## config.mk

```make
export PLATFORM = sky130hd
export DESIGN_NAME = redirect_filter
export DESIGN_NICKNAME = d
export VERILOG_FILES = /design/src/rtl/rf_pkg.sv /design/src/rtl/rf_src_qualify.sv /design/src/rtl/rf_oldest_pick.sv /design/src/rtl/rf_track.sv /design/src/rtl/redirect_filter.sv
export SDC_FILE = /design/constraint.sdc
export NUM_CORES = 1
export LEC_CHECK = 0
export BUFFER_PORTS_ARGS = -buffer_cell sky130_fd_sc_hd__buf_2
export CORE_ASPECT_RATIO = 2
export CORE_MARGIN = 3
export CORE_UTILIZATION = 50
export CTS_CLUSTER_DIAMETER = 80
export DETAILED_ROUTE_END_ITERATION = 12
export GPL_TIMING_DRIVEN = 0
export PLACE_DENSITY = 0.78
export SLEW_MARGIN = 20
export SYNTH_ARGS = -nofsm -noshare
export SYNTH_HDL_FRONTEND = slang
export SYNTH_HIERARCHICAL = 1
export SYNTH_SLANG_ARGS = --single-unit
```

## constraint.sdc

```tcl
create_clock -name clk -period 23.8 [get_ports clk]
set_input_delay 3.57 -clock clk [delete_from_list [all_inputs] [get_ports clk]]
set_output_delay 3.57 -clock clk [all_outputs]
set_load 0.01 [all_outputs]
```

## src/rtl/rf_pkg.sv

```systemverilog
package rf_pkg;

    localparam int SEQ_W  = 16;
    localparam int ADDR_W = 32;

    typedef logic [SEQ_W-1:0]  seq_t;
    typedef logic [ADDR_W-1:0] addr_t;

    typedef struct packed {
        seq_t  seq;
        addr_t target;
        logic  taken;
        logic  mispred;
    } redirect_t;

    // True when a is strictly older than b (modular signed difference).
    function automatic logic seq_older(input seq_t a, input seq_t b);
        seq_t d;
        d = a - b;
        return d[SEQ_W-1];
    endfunction

    // True when a is older than or equal to b.
    function automatic logic seq_not_younger(input seq_t a, input seq_t b);
        return seq_older(a, b) || (a == b);
    endfunction

endpackage

```

## src/rtl/rf_src_qualify.sv

```systemverilog
module rf_src_qualify
    import rf_pkg::*;
#(
    parameter int NUM_SRC = 4
) (
    input  logic      [NUM_SRC-1:0] valid_in,
    input  redirect_t               req_in [NUM_SRC],
    input  seq_t                    youngest,
    output logic      [NUM_SRC-1:0] eligible
);

    for (genvar g = 0; g < NUM_SRC; g++) begin : g_qual
        assign eligible[g] = valid_in[g] && seq_not_younger(req_in[g].seq, youngest);
    end

endmodule

```

## src/rtl/rf_oldest_pick.sv

```systemverilog
module rf_oldest_pick
    import rf_pkg::*;
#(
    parameter int NUM_SRC = 4
) (
    input  logic      [NUM_SRC-1:0] eligible,
    input  redirect_t               req_in [NUM_SRC],
    output logic                    win_valid,
    output redirect_t               win
);

    always_comb begin
        win_valid = 1'b0;
        win       = '0;
        for (int i = 0; i < NUM_SRC; i++) begin
            // Strict comparison keeps the lowest index on equal sequence numbers.
            if (eligible[i] && (!win_valid || seq_older(req_in[i].seq, win.seq))) begin
                win_valid = 1'b1;
                win       = req_in[i];
            end
        end
    end

endmodule

```

## src/rtl/rf_track.sv

```systemverilog
module rf_track
    import rf_pkg::*;
#(
    parameter int   CNT_W     = 16,
    parameter seq_t RESET_SEQ = '0
) (
    input  logic             clk,
    input  logic             rst,
    input  logic             alloc_valid,
    input  seq_t             alloc_seq,
    input  logic             win_valid,
    input  seq_t             win_seq,
    input  logic             win_mispred,
    output seq_t             youngest,
    output logic [CNT_W-1:0] squash_cnt,
    output logic [CNT_W-1:0] mispred_cnt
);

    localparam logic [CNT_W-1:0] CNT_ONE = CNT_W'(1);

    always_ff @(posedge clk) begin
        if (rst) begin
            youngest    <= RESET_SEQ;
            squash_cnt  <= '0;
            mispred_cnt <= '0;
        end else begin
            if (win_valid) begin
                youngest   <= win_seq;
                squash_cnt <= squash_cnt + CNT_ONE;
                if (win_mispred) begin
                    mispred_cnt <= mispred_cnt + CNT_ONE;
                end
            end else if (alloc_valid) begin
                youngest <= alloc_seq;
            end
        end
    end

endmodule

```

## src/rtl/redirect_filter.sv

```systemverilog
module redirect_filter
    import rf_pkg::*;
#(
    parameter int NUM_SRC = 4,
    parameter int CNT_W   = 16
) (
    input  logic                      clk,
    input  logic                      rst,
    input  logic                      alloc_valid,
    input  logic [SEQ_W-1:0]          alloc_seq,
    input  logic [NUM_SRC-1:0]        req_valid,
    input  logic [NUM_SRC*SEQ_W-1:0]  req_seq,
    input  logic [NUM_SRC*ADDR_W-1:0] req_target,
    input  logic [NUM_SRC-1:0]        req_taken,
    input  logic [NUM_SRC-1:0]        req_mispred,
    output logic                      sq_valid,
    output logic [SEQ_W-1:0]          sq_seq,
    output logic [ADDR_W-1:0]         sq_target,
    output logic                      sq_taken,
    output logic                      sq_mispred,
    output logic [CNT_W-1:0]          squash_cnt,
    output logic [CNT_W-1:0]          mispred_cnt
);

    redirect_t            req_arr [NUM_SRC];
    logic [NUM_SRC-1:0]   eligible;
    logic                 win_valid;
    redirect_t            win;
    seq_t                 youngest_q;

    for (genvar g = 0; g < NUM_SRC; g++) begin : g_unpack
        assign req_arr[g].seq     = req_seq[g*SEQ_W +: SEQ_W];
        assign req_arr[g].target  = req_target[g*ADDR_W +: ADDR_W];
        assign req_arr[g].taken   = req_taken[g];
        assign req_arr[g].mispred = req_mispred[g];
    end

    rf_src_qualify #(.NUM_SRC(NUM_SRC)) qual_i (
        .valid_in (req_valid),
        .req_in   (req_arr),
        .youngest (youngest_q),
        .eligible (eligible)
    );

    rf_oldest_pick #(.NUM_SRC(NUM_SRC)) pick_i (
        .eligible  (eligible),
        .req_in    (req_arr),
        .win_valid (win_valid),
        .win       (win)
    );

    rf_track #(.CNT_W(CNT_W)) track_i (
        .clk         (clk),
        .rst         (rst),
        .alloc_valid (alloc_valid),
        .alloc_seq   (alloc_seq),
        .win_valid   (win_valid),
        .win_seq     (win.seq),
        .win_mispred (win.mispred),
        .youngest    (youngest_q),
        .squash_cnt  (squash_cnt),
        .mispred_cnt (mispred_cnt)
    );

    redirect_t bcast_q;

    always_ff @(posedge clk) begin
        if (rst) begin
            sq_valid <= 1'b0;
            bcast_q  <= '0;
        end else begin
            sq_valid <= win_valid;
            if (win_valid) begin
                bcast_q <= win;
            end
        end
    end

    assign sq_seq     = bcast_q.seq;
    assign sq_target  = bcast_q.target;
    assign sq_taken   = bcast_q.taken;
    assign sq_mispred = bcast_q.mispred;

endmodule

```

After elaboration in Yosys (flattened, before gate mapping)
Cells that the tools add are included.

Register bits after elaboration: 99. Output and inout port bits: 83. Input bits: 223. Logic and storage cells: 50.

Reductions and logical operators: 19. Add/subtract/negate cells: 9. Equality and inequality tests: 4. Multiplexer cells: 10.

Operator list (number): 50-bit 2-to-1 mux (4); 16-bit subtractor (7); 16-bit equality test (4); 16-bit by 1-bit adder with 16-bit output, second input constant (2); 16-bit 2-to-1 mux (2); 1-bit logical AND (7); 1-bit logical OR (7); 1-bit 2-to-1 mux (4); 1-bit logical NOT (3); 2-bit AND reduction (1); 2-bit nonzero test (1).

Logic depth before layout (Yosys ltp)
Gate-level depths: netlist (run 1).

Depth in word-level cells: 17. Gate-level depth with buffers: 55. Depth with buffers taken out: 45.

Modules after synthesis
The synthesis (run 1) kept the hierarchy.

By module, submodules not included: rf_oldest_pick (area an instance 3480.8 µm², instances 1, sequential area each 0.0 µm², cells each 498); rf_track (area an instance 2138.3 µm², instances 1, sequential area each 960.9 µm², cells each 250); redirect_filter (area an instance 1826.8 µm², instances 1, sequential area each 1021.0 µm², cells each 164); rf_src_qualify (area an instance 1476.4 µm², instances 1, sequential area each 0.0 µm², cells each 187).

Least setup slack after synthesis (run 1)
OpenSTA, ideal clock, no wires.

Kind: input port to flip-flop. Start point: input req_seq[14]. End point: register track_i.mispred_cnt[15]. Stages on the path: 52. Setup time: 121 ps. Path slack: 10657 ps. Path buffers: 10. Data required time: 23679 ps. Arrival: 13022 ps. Path through: ha_1 > nand4_2 > o41ai_2 > nand2_1 > mux2i_1 > buf_4 > clkbuf_1 > clkbuf_1 > clkbuf_1 > nand2_1 > ha_1 > nand4_1 > nor3_2 > nor4_4 > o21a_1 > o211a_1 > buf_2 > buf_1 > [16 not listed] > ha_1 > a21o_1 > a21o_1 > a21o_1 > a21oi_1 > nor2b_1 > o21ai_0 > nand2b_1 > a21o_1 > o41ai_2 > xnor2_1 > o21ai_2 > buf_4 > mux2_1 > nand3_1 > nor2_1 > nand4_1 > mux2_2.

RTL lines: start, declared (line redirect_filter.sv:12) `input logic [NUM_SRC*SEQ_W-1:0] req_seq,`; end signal, assigned (line rf_track.sv:31) `mispred_cnt <= mispred_cnt + CNT_ONE;`; end, declared (line rf_track.sv:16) `output logic [CNT_W-1:0] mispred_cnt`.

==> results of run 1 <==
[report_power, final]
part	internal, mW	switching, mW
logic	0.423	0.577
clock network	0.0834	0.0676
registers	0.223	0.0326
total	0.729	0.677
[synth_stat cells, types with 2 or more instances]
master       n  area [µm²]
buf_1        4       15.01
a211o_1      3       26.28
nor3_2       3       30.03
o311ai_0     2       17.52
ha_1       101        1264
o21ai_1      3       15.01
nand3b_1     4       30.03
nor4_1       6       37.54
buf_4        7       52.55
o21ai_0     64       320.3
o32a_1       2       20.02
a221oi_1     2       17.52
inv_1       54       202.7
nand2_1    142       533.0
a21o_1      10       75.07
o211ai_1     2       15.01
dfxtp_1     99        1982
nor3_1       9       45.04
or3_1        5       31.28
nand4_2      3       37.54
nand2b_1     6       37.54
clkbuf_1    31       116.4
xnor2_1     24       210.2
o21a_1       7       52.55
and3_1       5       31.28
buf_2        4       20.02
mux2_2      42       473.0
buf_6        3       33.78
a21oi_1     68       340.3
nor2_1     131       491.7
mux2i_1    103        1031
nand3_1     22       110.1
buf_8        6       90.09
mux2_1      30       337.8
o41ai_2      4       65.06
o21ai_2      2       17.52
nand4_1     32       200.2
nor2b_1      4       25.02
a31o_2       2       17.52
o2111ai_1    7       61.31
xor2_1      11       96.34
nand2b_2     3       26.28
[per-layer routing]
| layer | share of wire (%) | track usage, % | routed length [µm] | vias up |
|---|---|---|---|---|
| li1 | - | - | - | 4525 |
| met1 | 32 | 29.78 | 10390 | 4290 |
| met2 | 55 | 63.98 | 18060 | 370 |
| met3 | 5.5 | 4.382 | 1803 | 109 |
| met4 | 7.6 | 22.59 | 2480 | 2 |
| met5 | 0.040 | 0 | 13 | - |
[through the flow]
stage,hold WS (ns),setup WS (ns),std cells
4_1_cts,0.4937,7.017,1629
2_1_floorplan,0.5079,10.66,1099
6_report,0.4914,6.934,1629
3_3_place_gp,0.4687,6.943,1613
3_5_place_dp,0.4766,6.694,1613
5_1_grt,0.5199,6.340,1629
[path summary, 6_finish.rpt]
check | end | from | cells past startpoint
hold reg to reg | sq_seq[13] | sq_seq[13] | 2
hold / removal | sq_seq[13] | sq_seq[13] | 2
setup reg to reg | track_i/mispred_cnt[13] | track_i/youngest[6] | 54
setup / recovery | track_i/mispred_cnt[13] | req_seq[4] | 54
[sequential cells by signal, indices dropped and copies added (netlist names)]
name and flops:
sq_valid 1, sq_mispred 1, sq_target 32, track_i/mispred_cnt 16, sq_seq 16, sq_taken 1, track_i/youngest 16, track_i/squash_cnt 16
[kinds of logic after synthesis]
family,count (synthesis),share of synthesized area [%]
AND/OR/NAND/NOR,387,20.08
flip-flops,99,22.21
XOR/XNOR,35,3.436
adder cells (fa/ha/maj),101,14.16
AO/OA/AOI/OAI,192,13.36
multiplexers,176,20.80
buffers and inverters,109,5.946
[layout by cell type, fill, tap and decap left out, types with 3 or more instances in the layout]
master	instances
buf_2	308
ha_1	101
buf_4	7
o21ai_1	3
nor2_1	131
buf_1	4
clkbuf_16	9
o21a_1	7
and3_1	5
nor4_1	6
nand2b_1	6
nand3_1	22
xnor2_1	24
buf_6	3
inv_1	54
o2111ai_1	7
a21o_1	10
mux2i_1	103
o41ai_2	4
nor2b_1	4
o21ai_0	64
or3_1	5
nand4_1	32
nor3_1	9
a21oi_1	68
nand3b_1	4
nor3_2	3
clkbuf_1	31
xor2_1	11
a211o_1	3
buf_8	6
nand4_2	3
nand2b_2	3
dfxtp_1	99
nand2_1	142
mux2_1	30
mux2_2	42
[final cells by class]
cell class | count | area [µm²] | area share [%]
Multi-Input combinational cell | 891 | 6410 | 58.19
Buffer | 55 | 327.8 | 2.976
Tap cell | 210 | 262.8 | 2.385
Sequential cell | 99 | 1982 | 17.99
Inverter | 54 | 202.7 | 1.840
Clock inverter | 7 | 83.83 | 0.7610
Timing Repair Buffer | 304 | 1521 | 13.81
Clock buffer | 9 | 225.2 | 2.045
[critical path, delay by kind of cell]
family          cells  cell delay [ns]
compound gates     20             4.55
buf+inv            12             3.69
simple gates       13             2.82
fa+ha+maj           4             1.21
mux                 3             0.94
xor+xnor            2             0.28
==> results.rst, run 1 <==
.. list-table::
   :header-rows: 1

   * - Metric
     - Value
   * - Maximum vdd drop
     - 77.55 µV
   * - Final-report setup violation count
     - 0
   * - Total global routing track utilization
     - 32.88%
   * - Number of search-and-repair iterations in the first detailed-routing pass
     - 4
   * - Highest clock rate
     - 59.29 MHz
   * - Setup total negative slack
     - 0 ns
   * - Die Outline Area
     - 19580 µm²
   * - Max Cap Viol
     - 0
   * - Chip Width
     - 100.5 µm
   * - Unique masters post-synth
     - 69
   * - Count of flip-flops with a built-in enable after synthesis
     - 0
   * - Cells after Synth
     - 1099
   * - Setup repair after global routing missed its margin
     - false
   * - Number of clock sinks seen by CTS
     - 99
   * - Post-detailed-placement cell area
     - 10710 µm²
   * - Worst-Skew Late Latency
     - 0.35 ns
   * - Static leakage
     - 5.402 nW
   * - Site row count
     - 68
   * - DRC violations left
     - 0
   * - Maximum buffer depth of the clock tree
     - 2
   * - TritonCTS clock tree
     - done
   * - Global-route wire length before repair
     - 49.99 mm
   * - Startpoint types
     - primary input
   * - Highest-delay cell along the critical path
     - clkbuf_1
   * - Delay of the slowest cell on the worst path
     - 0.69 ns
   * - Post-route ant nets
     - 0
   * - Aggregate global routing overflow
     - 0
   * - Post-synthesis instance area
     - 8922 µm²
   * - Global placer's final weighted congestion
     - 0.9466
   * - Antenna violations before repair
     - 1
   * - Status
     - completed
   * - Final Max Tran Viols
     - 0
   * - P&R area growth vs syn
     - 23.46%
   * - Vertical die dimension
     - 194.9 µm
   * - Layout Utilization
     - 63.47%
   * - Number of buffers inserted during clock tree synthesis
     - 9
   * - Maximum number of pins on one net before global-route repair
     - 19
   * - Number of antenna cells inserted
     - 0
   * - Predominant post-synthesis flop cell
     - dfxtp_1
   * - # nets final
     - 1738
   * - Aggregate routed wire length
     - 32.74 mm
   * - Buffer type at the clock tree root
     - clkbuf_16
   * - Vias in the first global route
     - 9570
   * - Design area
     - 11020 µm²
   * - Worst-Margin Slew
     - 0.8570 ns
   * - Portion of the post-synthesis area used by sequential elements
     - 22.21%
   * - First-iteration detailed-routing DRC count
     - 314
   * - Slew HR
     - 42.87%
   * - Register-to-Register Setup Slack
     - 9.80 ns
   * - Synthesized area divided by synthesized cell count
     - 8.119 µm²
   * - Clk slew on worst S/H paths
     - 0.08 ns
   * - Yosys warning total
     - 6
   * - Register bit total from synthesis
     - 99
   * - Share of the clock period used by the worst path
     - 70.86%
   * - Count of H-tree levels built during CTS
     - 3
   * - Mean routed wirelength per cell
     - 20.10 µm
   * - Proportion of layout cells with a drive suffix above 1
     - 28.75%
   * - Count of vias placed by the detailed router
     - 9296
   * - Final min period
     - 16.87 ns
   * - Cts hold-fix bufs
     - 0
   * - Total power
     - 1.406 mW
   * - Path type of the worst min-delay path
     - reg -> reg
   * - Effective utilization at floorplan
     - 51.41%
   * - Vias per cell
     - 5.707
   * - Endpoint kind of the worst setup timing path
     - register
   * - Crit path DAT
     - 17.09 ns
   * - Count of pins on the block boundary
     - 306
   * - Kind of critical path
     - in -> reg
   * - Filler cell count
     - 1593
   * - Clock Skew
     - 0.01227 ns
   * - PwrDens
     - 127.7 nW/µm²
   * - Placeable core region
     - 17360 µm²
   * - Req. time, crit path
     - 24.02 ns
   * - Post-detail-place hpwl
     - 28.01 mm
   * - Proportion of synthesized flip-flops having asynchronous set or reset
     - 0%
   * - Resized Gates After CTS
     - 0
   * - Worst Path Max Fanout
     - 10
   * - Number of buffers inserted by port buffering
     - 304
   * - Net count after synthesis
     - 1423
   * - Setup fix buffers added after clock tree synthesis
     - 0
   * - Endpoints failing hold
     - 0
Power figures use the tool's default switching activity.
==> inputs of run 2 (changes only) <==
--- a/config.mk
+++ b/config.mk
@@ -8,11 +8,11 @@
 export BUFFER_PORTS_ARGS = -buffer_cell sky130_fd_sc_hd__buf_2
 export CORE_ASPECT_RATIO = 2
 export CORE_MARGIN = 3
-export CORE_UTILIZATION = 50
+export CORE_UTILIZATION = 47
 export CTS_CLUSTER_DIAMETER = 80
 export DETAILED_ROUTE_END_ITERATION = 12
 export GPL_TIMING_DRIVEN = 0
-export PLACE_DENSITY = 0.78
+export PLACE_DENSITY = 0.77
 export SLEW_MARGIN = 20
 export SYNTH_ARGS = -nofsm -noshare
 export SYNTH_HDL_FRONTEND = slang
==> constraint.sdc (replaced) <==
create_clock -name clk -period 14.6 [get_ports clk]
set_input_delay 2.19 -clock clk [delete_from_list [all_inputs] [get_ports clk]]
set_output_delay 2.19 -clock clk [all_outputs]
set_load 0.01 [all_outputs]
==> results.rst, run 2 (same netlist as run 1, synthesis figures left out) <==
.. list-table::
   :header-rows: 1

   * - Metric
     - Value
   * - Effective utilization at floorplan
     - 48.28% (-3.1 points)
   * - Setup repair after global routing missed its margin
     - false
   * - Chip Width
     - 103.4 µm (+3.0%)
   * - Aggregate routed wire length
     - 31.53 mm (-3.7%)
   * - Number of search-and-repair iterations in the first detailed-routing pass
     - 5 (+1)
   * - Endpoint kind of the worst setup timing path
     - register
   * - Mean routed wirelength per cell
     - 18.81 µm (-6.4%)
   * - Path type of the worst min-delay path
     - reg -> reg
   * - Total placed cells including tap cells
     - 1655 (+2.6%)
   * - Share of the clock period used by the worst path
     - 96.41%
   * - Design area
     - 11120 µm² (+0.94%)
   * - Placeable core region
     - 18480 µm² (+6.5%)
   * - Final-report setup violation count
     - 0 (unchanged)
   * - Delay of the slowest cell on the worst path
     - 0.49 ns (-0.20 ns)
   * - Vias per cell
     - 5.586 (-2.1%)
   * - Crit path DAT
     - 14.30 ns (-2.79 ns)
   * - Count of pins on the block boundary
     - 306 (unchanged)
   * - Worst-Margin Slew
     - 0.7141 ns (-0.1429 ns)
   * - Post-detailed-placement cell area
     - 10760 µm² (+0.49%)
   * - Aggregate global routing overflow
     - 0 (unchanged)
   * - Global-route wire length before repair
     - 47.98 mm (-4.0%)
   * - Worst Path Max Fanout
     - 10 (unchanged)
   * - Number of buffers inserted by port buffering
     - 304 (unchanged)
   * - PwrDens
     - 204.8 nW/µm² (+60%)
   * - DRC violations left
     - 0 (unchanged)
   * - First-iteration detailed-routing DRC count
     - 384 (+22%)
   * - Site row count
     - 70 (+2.9%)
   * - Antenna violations before repair
     - 2 (+1)
   * - Global placer's final weighted congestion
     - 0.9456 (-0.11%)
   * - Smallest setup slack after layout
     - 0.5235 ns (-6.411 ns)
   * - Worst-case reg-to-reg path depth
     - 55 (+1.9%)
   * - FF-to-FF Start
     - track_i/youngest[2]
   * - Vias in the first global route
     - 9667 (+1.0%)
   * - Register-to-Register Setup Slack
     - 2.05 ns (-7.75 ns)
   * - # nets final
     - 1742 (+0.23%)
   * - Proportion of layout cells with a drive suffix above 1
     - 29.47% (+0.71 points)
   * - Number of buffers inserted during clock tree synthesis
     - 9 (unchanged)
   * - FF-to-FF End
     - track_i/mispred_cnt[15]
   * - Buffers & Inverters on Critical Path
     - 14 (+2)
   * - Fin cells
     - 1676 (+2.9%)
   * - Most repeated library cell on the critical path
     - buf_4
   * - Req. time, crit path
     - 14.83 ns (-9.19 ns)
   * - Max Cap Viol
     - 0 (unchanged)
   * - Setup total negative slack
     - 0 ns (unchanged)
   * - Count of vias placed by the detailed router
     - 9362 (+0.71%)
   * - Count of H-tree levels built during CTS
     - 3 (unchanged)
   * - Maximum number of pins on one net before global-route repair
     - 16 (-3)
   * - Worst-Skew Late Latency
     - 0.34 ns (about the same)
   * - Kind of critical path
     - in -> reg
   * - Worst Hold Launch
     - sq_target[5]
   * - Final Max Tran Viols
     - 0 (unchanged)
   * - Most frequent standard cell in the layout excluding fill and tap cells
     - buf_2
   * - Static leakage
     - 5.457 nW (+1.0%)
   * - Final min period
     - 14.08 ns
   * - Post-detail-place hpwl
     - 26.96 mm (-3.7%)
   * - Setup Slack @ Placement
     - -0.8280 ns (-7.522 ns)
   * - Maximum vdd drop
     - 119.5 µV (+54%)
   * - Hold Path End
     - sq_target[5]
   * - Total stage count of the critical path
     - 55 (+1.9%)
   * - Number of clock sinks seen by CTS
     - 99 (unchanged)
   * - Status
     - completed
   * - Crit-path leading delay family
     - compound AO/OA/AOI/OAI gates
   * - Die Outline Area
     - 20770 µm² (+6.1%)
   * - Filler cell count
     - 1791 (+12%)
   * - Slew HR
     - 52.39% (+9.5 points)
   * - Highest-delay cell along the critical path
     - o41ai_2
   * - Endpoints failing hold
     - 0 (unchanged)
   * - Clock Skew
     - 0.005965 ns (-0.006301 ns)
   * - TritonCTS clock tree
     - done
   * - Highest clock rate
     - 71.04 MHz
   * - Cts hold-fix bufs
     - 0 (unchanged)
   * - Max reg flops
     - 32 (unchanged)
   * - Vertical die dimension
     - 200.9 µm (+3.0%)
   * - Most frequent cells in the layout
     - buf_2, nand2_1, nor2_1
   * - Startpoint types
     - primary input
   * - Cell depth of the worst hold path
     - 2 (unchanged)
   * - P&R area growth vs syn
     - 24.62%
   * - Buffer type at the clock tree root
     - clkbuf_16
   * - Maximum buffer depth of the clock tree
     - 2 (unchanged)
   * - Total global routing track utilization
     - 29.88% (-3.0 points)
   * - Clk slew on worst S/H paths
     - 0.07 ns (about the same)
   * - Layout Utilization
     - 60.17% (-3.3 points)
   * - Post-route ant nets
     - 0 (unchanged)
## run 2: how the worst max path moves through the flow
| stage | startpoint | end |
|---|---|---|
| finish | req_seq[2] | track_i/mispred_cnt[15] |
| floorplan | req_seq[14] | track_i/mispred_cnt[15] |
| global route | req_seq[2] | track_i/mispred_cnt[15] |
| CTS | req_seq[2] | track_i/mispred_cnt[15] |
| detailed placement | req_seq[2] | track_i/mispred_cnt[15] |
| global placement | req_seq[4] | track_i/mispred_cnt[13] |
## run 2: tightest hold or removal path, stage by stage (launching register included)
cell and delay (ns):
dfxtp_1 0.32, mux2i_1 0.06, nor2_1 0.07
## run 2: final cells by class
class                      instances  area [µm²]  area share [%]
multi-input combinational        891        6421           57.75
sequential                        99        1982           17.82
timing repair buffer             308        1551           13.95
buffer                            55       339.1           3.049
tap                              252       315.3           2.836
clock buffer                      12       256.5           2.307
inverter                          54       202.7           1.823
clock inverter                     3       46.29          0.4163
antenna                            2       5.005         0.04501
## run 2: layer usage
metal | vias up | track usage, % | wire length (µm)
met4 | 0 | 22.42 | 2687
li1 | 4529 | - | -
met2 | 392 | 55.27 | 16940
met3 | 126 | 4.974 | 1678
met1 | 4315 | 27.33 | 10220
met5 | - | 0 | 0
## run 2: metrics by stage
step	total power, mW	hold slack [ns]
final	2.277	0.4887
after global routing	2.457	0.5258
after CTS	2.269	0.4922
after detailed placement	2.015	0.4753
after global placement	1.976	0.4677
after floorplan	1.559	0.5079
## run 2: where the power goes
group / internal [mW] / total (mW) / switching [mW]
logic: 0.698 / 1.62 / 0.920
clock network: 0.142 / 0.242 / 0.100
registers: 0.363 / 0.417 / 0.0536
## run 2: repair_timing
action,4_1_cts,5_1_grt
setup buffers,0,4
gates resized for setup,5,9
endpoints found under the setup margin,15,16
pin swaps,0,3
